--- src/rtl/pfg_pkg.sv ---
// Shared definitions for the PWM fault guard.
// Assumes the source vector order: external pins, pair checks, comparator,
// oscillator stop, software trip.
package pfg_pkg;
    typedef enum logic {
        DET_LEVEL = 1'b0,
        DET_FALL  = 1'b1
    } det_mode_e;

    // Number of latched sources: pins, pairs, plus three single sources.
    function automatic int src_count(int pins, int pairs);
        return pins + pairs + 3;
    endfunction
endpackage

--- src/rtl/pfg_pin_sync.sv ---
// Two-flop synchroniser for the active-low fault pins, plus a third stage
// that holds the previous synchronised value for edge detection.
// Assumes the pins idle high, so every stage resets to 1.
module pfg_pin_sync #(
    parameter int N_PINS = 6
) (
    input  logic              clk,
    input  logic              rst_n,
    input  logic [N_PINS-1:0] pin_raw,
    output logic [N_PINS-1:0] pin_sync,
    output logic [N_PINS-1:0] pin_prev
);
    logic [N_PINS-1:0] meta_q;

    // Purpose: move the pins into the clock domain and keep one cycle of history.
    always_ff @(posedge clk) begin
        if (!rst_n) begin
            meta_q   <= '1;
            pin_sync <= '1;
            pin_prev <= '1;
        end else begin
            meta_q   <= pin_raw;
            pin_sync <= meta_q;
            pin_prev <= pin_sync;
        end
    end
endmodule

--- src/rtl/pfg_event_gen.sv ---
// Builds two vectors per source: a one-cycle fault event that sets the
// flag, and a level condition that keeps the outputs disabled.
// Assumes the pair, comparator, oscillator and software inputs are
// already synchronous to clk.
module pfg_event_gen #(
    parameter int N_PINS      = 6,
    parameter int N_PAIRS     = 3,
    parameter bit ACTIVE_HIGH = 1'b1,
    localparam int NSRC       = pfg_pkg::src_count(N_PINS, N_PAIRS)
) (
    input  logic [N_PINS-1:0]  pin_sync,
    input  logic [N_PINS-1:0]  pin_prev,
    input  logic [N_PINS-1:0]  pin_mode,
    input  logic [N_PAIRS-1:0] pwm_hi,
    input  logic [N_PAIRS-1:0] pwm_lo,
    input  logic               cmp_trip,
    input  logic               osc_stop,
    input  logic               sw_trip,
    output logic [NSRC-1:0]    src_event,
    output logic [NSRC-1:0]    src_cond
);
    localparam int PAIR_BASE = N_PINS;
    localparam int CMP_IDX   = N_PINS + N_PAIRS;
    localparam int OSC_IDX   = CMP_IDX + 1;
    localparam int SW_IDX    = CMP_IDX + 2;
    localparam logic ACT_LVL = ACTIVE_HIGH;

    for (genvar i = 0; i < N_PINS; i++) begin : g_pin
        logic is_low;
        logic fell;
        // Purpose: choose between low-level and falling-edge detection for one pin.
        always_comb begin
            is_low       = !pin_sync[i];
            fell         = pin_prev[i] && !pin_sync[i];
            src_cond[i]  = is_low;
            src_event[i] = (pin_mode[i] == pfg_pkg::DET_FALL) ? fell : is_low;
        end
    end

    for (genvar p = 0; p < N_PAIRS; p++) begin : g_pair
        logic both_on;
        // Purpose: flag a pair whose two outputs sit at the active level together.
        always_comb begin
            both_on                  = (pwm_hi[p] == ACT_LVL) && (pwm_lo[p] == ACT_LVL);
            src_cond[PAIR_BASE + p]  = both_on;
            src_event[PAIR_BASE + p] = both_on;
        end
    end

    // Purpose: pass the level-type single sources straight through.
    always_comb begin
        src_event[CMP_IDX] = cmp_trip;
        src_event[OSC_IDX] = osc_stop;
        src_event[SW_IDX]  = sw_trip;
        src_cond[CMP_IDX]  = cmp_trip;
        src_cond[OSC_IDX]  = osc_stop;
        src_cond[SW_IDX]   = sw_trip;
    end
endmodule

--- src/rtl/pfg_flag_bank.sv ---
// Sticky per-source flags with write-one-to-clear and a registered shutdown
// state. Assumes set has priority over clear on the same edge.
module pfg_flag_bank #(
    parameter int NSRC = 12
) (
    input  logic            clk,
    input  logic            rst_n,
    input  logic [NSRC-1:0] src_event,
    input  logic [NSRC-1:0] src_cond,
    input  logic [NSRC-1:0] src_en,
    input  logic            clr_valid,
    input  logic [NSRC-1:0] clr_mask,
    input  logic            sw_hiz,
    output logic [NSRC-1:0] flags,
    output logic            shut
);
    logic [NSRC-1:0] clr_eff;
    logic [NSRC-1:0] flags_d;
    logic            hold_cond;
    logic            shut_d;

    // Purpose: compute next flag values and the next shutdown state.
    always_comb begin
        clr_eff   = clr_valid ? clr_mask : '0;
        flags_d   = (flags & ~clr_eff) | (src_event & src_en);
        hold_cond = |(src_cond & src_en);
        shut_d    = (|flags_d) || hold_cond || sw_hiz;
    end

    // Purpose: hold the flags and the shutdown state.
    always_ff @(posedge clk) begin
        if (!rst_n) begin
            flags <= '0;
            shut  <= 1'b0;
        end else begin
            flags <= flags_d;
            shut  <= shut_d;
        end
    end
endmodule

--- src/rtl/pfg_fault_guard.sv ---
// PWM fault guard top. Gathers the fault sources, latches them, and turns
// off the output enables of every complementary pair while any fault is
// pending or still present. Assumes a single clock domain except for the
// external fault pins.
module pfg_fault_guard #(
    parameter int N_PINS      = 6,
    parameter int N_PAIRS     = 3,
    parameter bit ACTIVE_HIGH = 1'b1,
    localparam int NSRC       = pfg_pkg::src_count(N_PINS, N_PAIRS),
    localparam int N_OE       = 2 * N_PAIRS
) (
    input  logic               clk,
    input  logic               rst_n,
    input  logic [N_PINS-1:0]  ext_fault_n,
    input  logic [N_PINS-1:0]  pin_mode,
    input  logic [N_PAIRS-1:0] pwm_hi,
    input  logic [N_PAIRS-1:0] pwm_lo,
    input  logic               cmp_trip,
    input  logic               osc_stop,
    input  logic               sw_trip,
    input  logic               sw_hiz,
    input  logic [NSRC-1:0]    src_en,
    input  logic               clr_valid,
    input  logic [NSRC-1:0]    clr_mask,
    output logic [N_OE-1:0]    pin_oe,
    output logic [NSRC-1:0]    fault_flags,
    output logic               fault_irq
);
    logic [N_PINS-1:0] pin_sync;
    logic [N_PINS-1:0] pin_prev;
    logic [NSRC-1:0]   src_event;
    logic [NSRC-1:0]   src_cond;
    logic              shut;

    pfg_pin_sync #(.N_PINS(N_PINS)) sync_i (
        .clk      (clk),
        .rst_n    (rst_n),
        .pin_raw  (ext_fault_n),
        .pin_sync (pin_sync),
        .pin_prev (pin_prev)
    );

    pfg_event_gen #(
        .N_PINS      (N_PINS),
        .N_PAIRS     (N_PAIRS),
        .ACTIVE_HIGH (ACTIVE_HIGH)
    ) evt_i (
        .pin_sync  (pin_sync),
        .pin_prev  (pin_prev),
        .pin_mode  (pin_mode),
        .pwm_hi    (pwm_hi),
        .pwm_lo    (pwm_lo),
        .cmp_trip  (cmp_trip),
        .osc_stop  (osc_stop),
        .sw_trip   (sw_trip),
        .src_event (src_event),
        .src_cond  (src_cond)
    );

    pfg_flag_bank #(.NSRC(NSRC)) flag_i (
        .clk       (clk),
        .rst_n     (rst_n),
        .src_event (src_event),
        .src_cond  (src_cond),
        .src_en    (src_en),
        .clr_valid (clr_valid),
        .clr_mask  (clr_mask),
        .sw_hiz    (sw_hiz),
        .flags     (fault_flags),
        .shut      (shut)
    );

    // Purpose: fan the shutdown state out to every enable and form the interrupt.
    always_comb begin
        pin_oe    = {N_OE{!shut}};
        fault_irq = |(fault_flags & src_en);
    end
endmodule

--- config.mk ---
export PLATFORM = sky130hd
export DESIGN_NAME = pfg_fault_guard
export DESIGN_NICKNAME = d
export VERILOG_FILES = /design/src/rtl/pfg_pkg.sv /design/src/rtl/pfg_pin_sync.sv /design/src/rtl/pfg_event_gen.sv /design/src/rtl/pfg_flag_bank.sv /design/src/rtl/pfg_fault_guard.sv
export SDC_FILE = /design/constraint.sdc
export NUM_CORES = 1
export LEC_CHECK = 0
export BUFFER_PORTS_ARGS = -buffer_cell sky130_fd_sc_hd__buf_2
export CAP_MARGIN = 10
export CELL_PAD_IN_SITES_DETAIL_PLACEMENT = 0
export CELL_PAD_IN_SITES_GLOBAL_PLACEMENT = 1
export CORE_ASPECT_RATIO = 1.75
export CORE_MARGIN = 4
export CORE_UTILIZATION = 33
export DETAILED_ROUTE_END_ITERATION = 12
export GPL_TIMING_DRIVEN = 0
export PLACE_DENSITY_LB_ADDON = 0.1
export SYNTH_ARGS = -nofsm -noshare
export SYNTH_HDL_FRONTEND = slang
export SYNTH_HIERARCHICAL = 1
export SYNTH_SLANG_ARGS = --single-unit
--- constraint.sdc ---
create_clock -name clk -period 1.8 [get_ports clk]
set_input_delay 0.18 -clock clk [delete_from_list [all_inputs] [get_ports clk]]
set_output_delay 0.18 -clock clk [all_outputs]
set_load 0.02 [all_outputs]
==> qor.txt <==
status: finished, final reports clean
grt total ovfl: 0
final setup fails: 0
final wirelength: 3600 um
fin nets: 272
Setup TNS Final: 0 ns
setup bufs post-CTS: 0
Rel. slew slack: 0.775
# IOs: 68
Register-to-Register Path Depth: 6
htree depth: 2
WHS Path Cells: 2
DRT Pass-1 Iters: 4
worst-margin pin slew: 0.337 ns
Max-Cap Viols: 0
CTS tree: done
Avg Cell Area, Syn: 9.61 um^2
Critical Path Start: sync_i/pin_sync[2]
PwrDens: 766 mW/mm^2
WS Path Type: flop to flop
Mapped Cells: 152
post-layout min period: 1.61 ns
Port-buffer cells: 64
HPWL after detailed placement: 3000 um
Clock Skew: 0.00173 ns
crit share post-route: 0.892
Detail Route Antenna Nets: 0
GRT Overall Usage: 0.136
initial antenna violation count: 0
DR vias/cell: 4.56
Detailed Route Iter0 Violations: 29
Post-CTS Hold Fix Bufs: 0
Peak Freq: 623 MHz
Lkg Pwr: 0.000990 uW
area grow syn2layout: 31.1%
number of placement rows: 31
reg2reg start: sync_i/pin_sync[2]
hold_ws: 0.0840 ns
CTS Buf Count: 5
HP Class: input port to flop
post_cts resized: 0
Max IR drop VDD: 617 uV
Synth cell types: 23
clock sinks: 31
clock root cell: clkbuf_8
first-pass GRT wire length: 5750 um
Startpoint Class: flop
critical path required time: 1.95 ns
Synth Register Bits: 31
Core ar.: 0.00423 mm^2
DR WL/cell: 13.3 um
Clock Pin Slew Worst Setup and Hold Paths: 0.06 ns
largest net degree at the start of global routing: 14
layout cell share with drive strength beyond 1: 0.491
die area: 0.00560 mm^2
final hold viol count: 0
WP data arrival: 1.75 ns
Post-Syn Area: 0.00146 mm^2
final slew viol count: 0
Initial Utilization: 0.345
unrepaired setup endpoints after global routing: false
post-synthesis sequential area ratio: 0.425
DR DRC count: 0
hold_sp: ext_fault_n[5]
Die Span Y: 96.0 um
vias in the first global route: 1292
Synthesized Nets: 201
Warnings, synthesis: 6
Crit. End Element: flop
Critical Path Fanout Max: 3
Die Wd: 58.3 um
routed via count: 1236
placer's final routability congestion estimate: 0.830
antenna diode count: 0
worst-skew pair later-pin latency: 0.27 ns
CTS max path bufs: 2
==> worst max-delay path: stages (launching register included) <==
cell      delay (ns)
dfxtp_1         0.36
inv_1           0.06
buf_4           0.12
a222oi_1        0.30
and3_1          0.20
nand4_1         0.07
o41a_1          0.38
==> synth_stat cells, drive strengths merged <==
cell,instances,area [um^2]
dfxtp,31,621
a22o,3,26.3
clkbuf,1,3.75
and2b,1,7.51
o41a,1,11.3
nand2b,11,68.8
a221oi,3,45.0
or2b,7,52.6
a21oi,7,57.6
buf,25,189
and2,3,18.8
nand4,4,25.0
nor2b,11,68.8
a22oi,16,150
and3,1,6.26
a222oi,1,10.0
inv,13,48.8
nand3,1,5.00
nand2,12,45.0
==> flip-flops by register name (all words and copies together), names as in the netlist <==
register,flops
sync_i/pin_prev,6
sync_i/pin_sync,6
flag_i/shut,1
flag_i/flags,12
sync_i/meta_q,6
==> logic make-up (layout without fill, tap and decap cells) <==
logic type | after synthesis | in the layout | synth area share
DFF | 31 | 31 | 0.425
and+or+nand+nor | 51 | 51 | 0.204
AOI/OAI and AO/OA | 31 | 31 | 0.206
buffers and inverters | 39 | 109 | 0.165
==> placed cells by master, fill, tap and decap left out, types with 4 or more instances in the layout <==
| cell | n |
|---|---|
| buf_2 | 65 |
| dfxtp_1 | 31 |
| buf_4 | 23 |
| inv_1 | 13 |
| nand2_1 | 12 |
| nor2b_1 | 11 |
| nand2b_1 | 11 |
| a22oi_1 | 10 |
| or2b_1 | 7 |
| a21oi_2 | 6 |
| a22oi_2 | 6 |
| clkbuf_8 | 5 |
| nand4_1 | 4 |
==> final cells by class <==
type                       count  area, um^2
multi-input combinational     82         598
inverter                      13        48.8
buffer                        26         193
fill                         447        2310
clock buffer                   6        72.6
timing repair buffer          64         320
sequential                    31         621
tap                           49        61.3
==> metrics by stage <==
stage                     setup WS (ns)  utilization  instance area (um^2)  total power, uW  cells
final                             0.195        0.453                  1910             1470    271
after global routing              0.106        0.453                  1910             1560    271
after CTS                         0.196        0.453                  1910             1490    271
after detailed placement          0.212        0.436                  1840             1010    265
after global placement            0.195        0.436                  1840             1010    265
after floorplan                   0.315            -                  1460              899    152
==> where the power goes <==
group / internal [uW] / total [uW] / switching [uW]
Combinational: 135 / 261 / 126
Clock: 257 / 473 / 216
Sequential: 715 / 733 / 17.3
Total: 1110 / 1470 / 359
==> routing by layer <==
metal  vias up  wire length (um)  track usage  part of all wire
met4         0                50       0.0464             0.014
met3         4               282       0.0389             0.078
met2        51              1950        0.250              0.54
li1        628                 -            -                 -
met5         -                 0            0                 0
met1       553              1320        0.144              0.37
==> worst paths after layout <==
kind                                      endpoint  slack, ns
worst max register to register         flag_i/shut       0.19
worst min-delay path              sync_i/meta_q[5]       0.08
worst min register to register  sync_i/pin_sync[2]       0.41
worst max-delay path                   flag_i/shut       0.19
No activity file was read; power rests on OpenSTA's default activity.
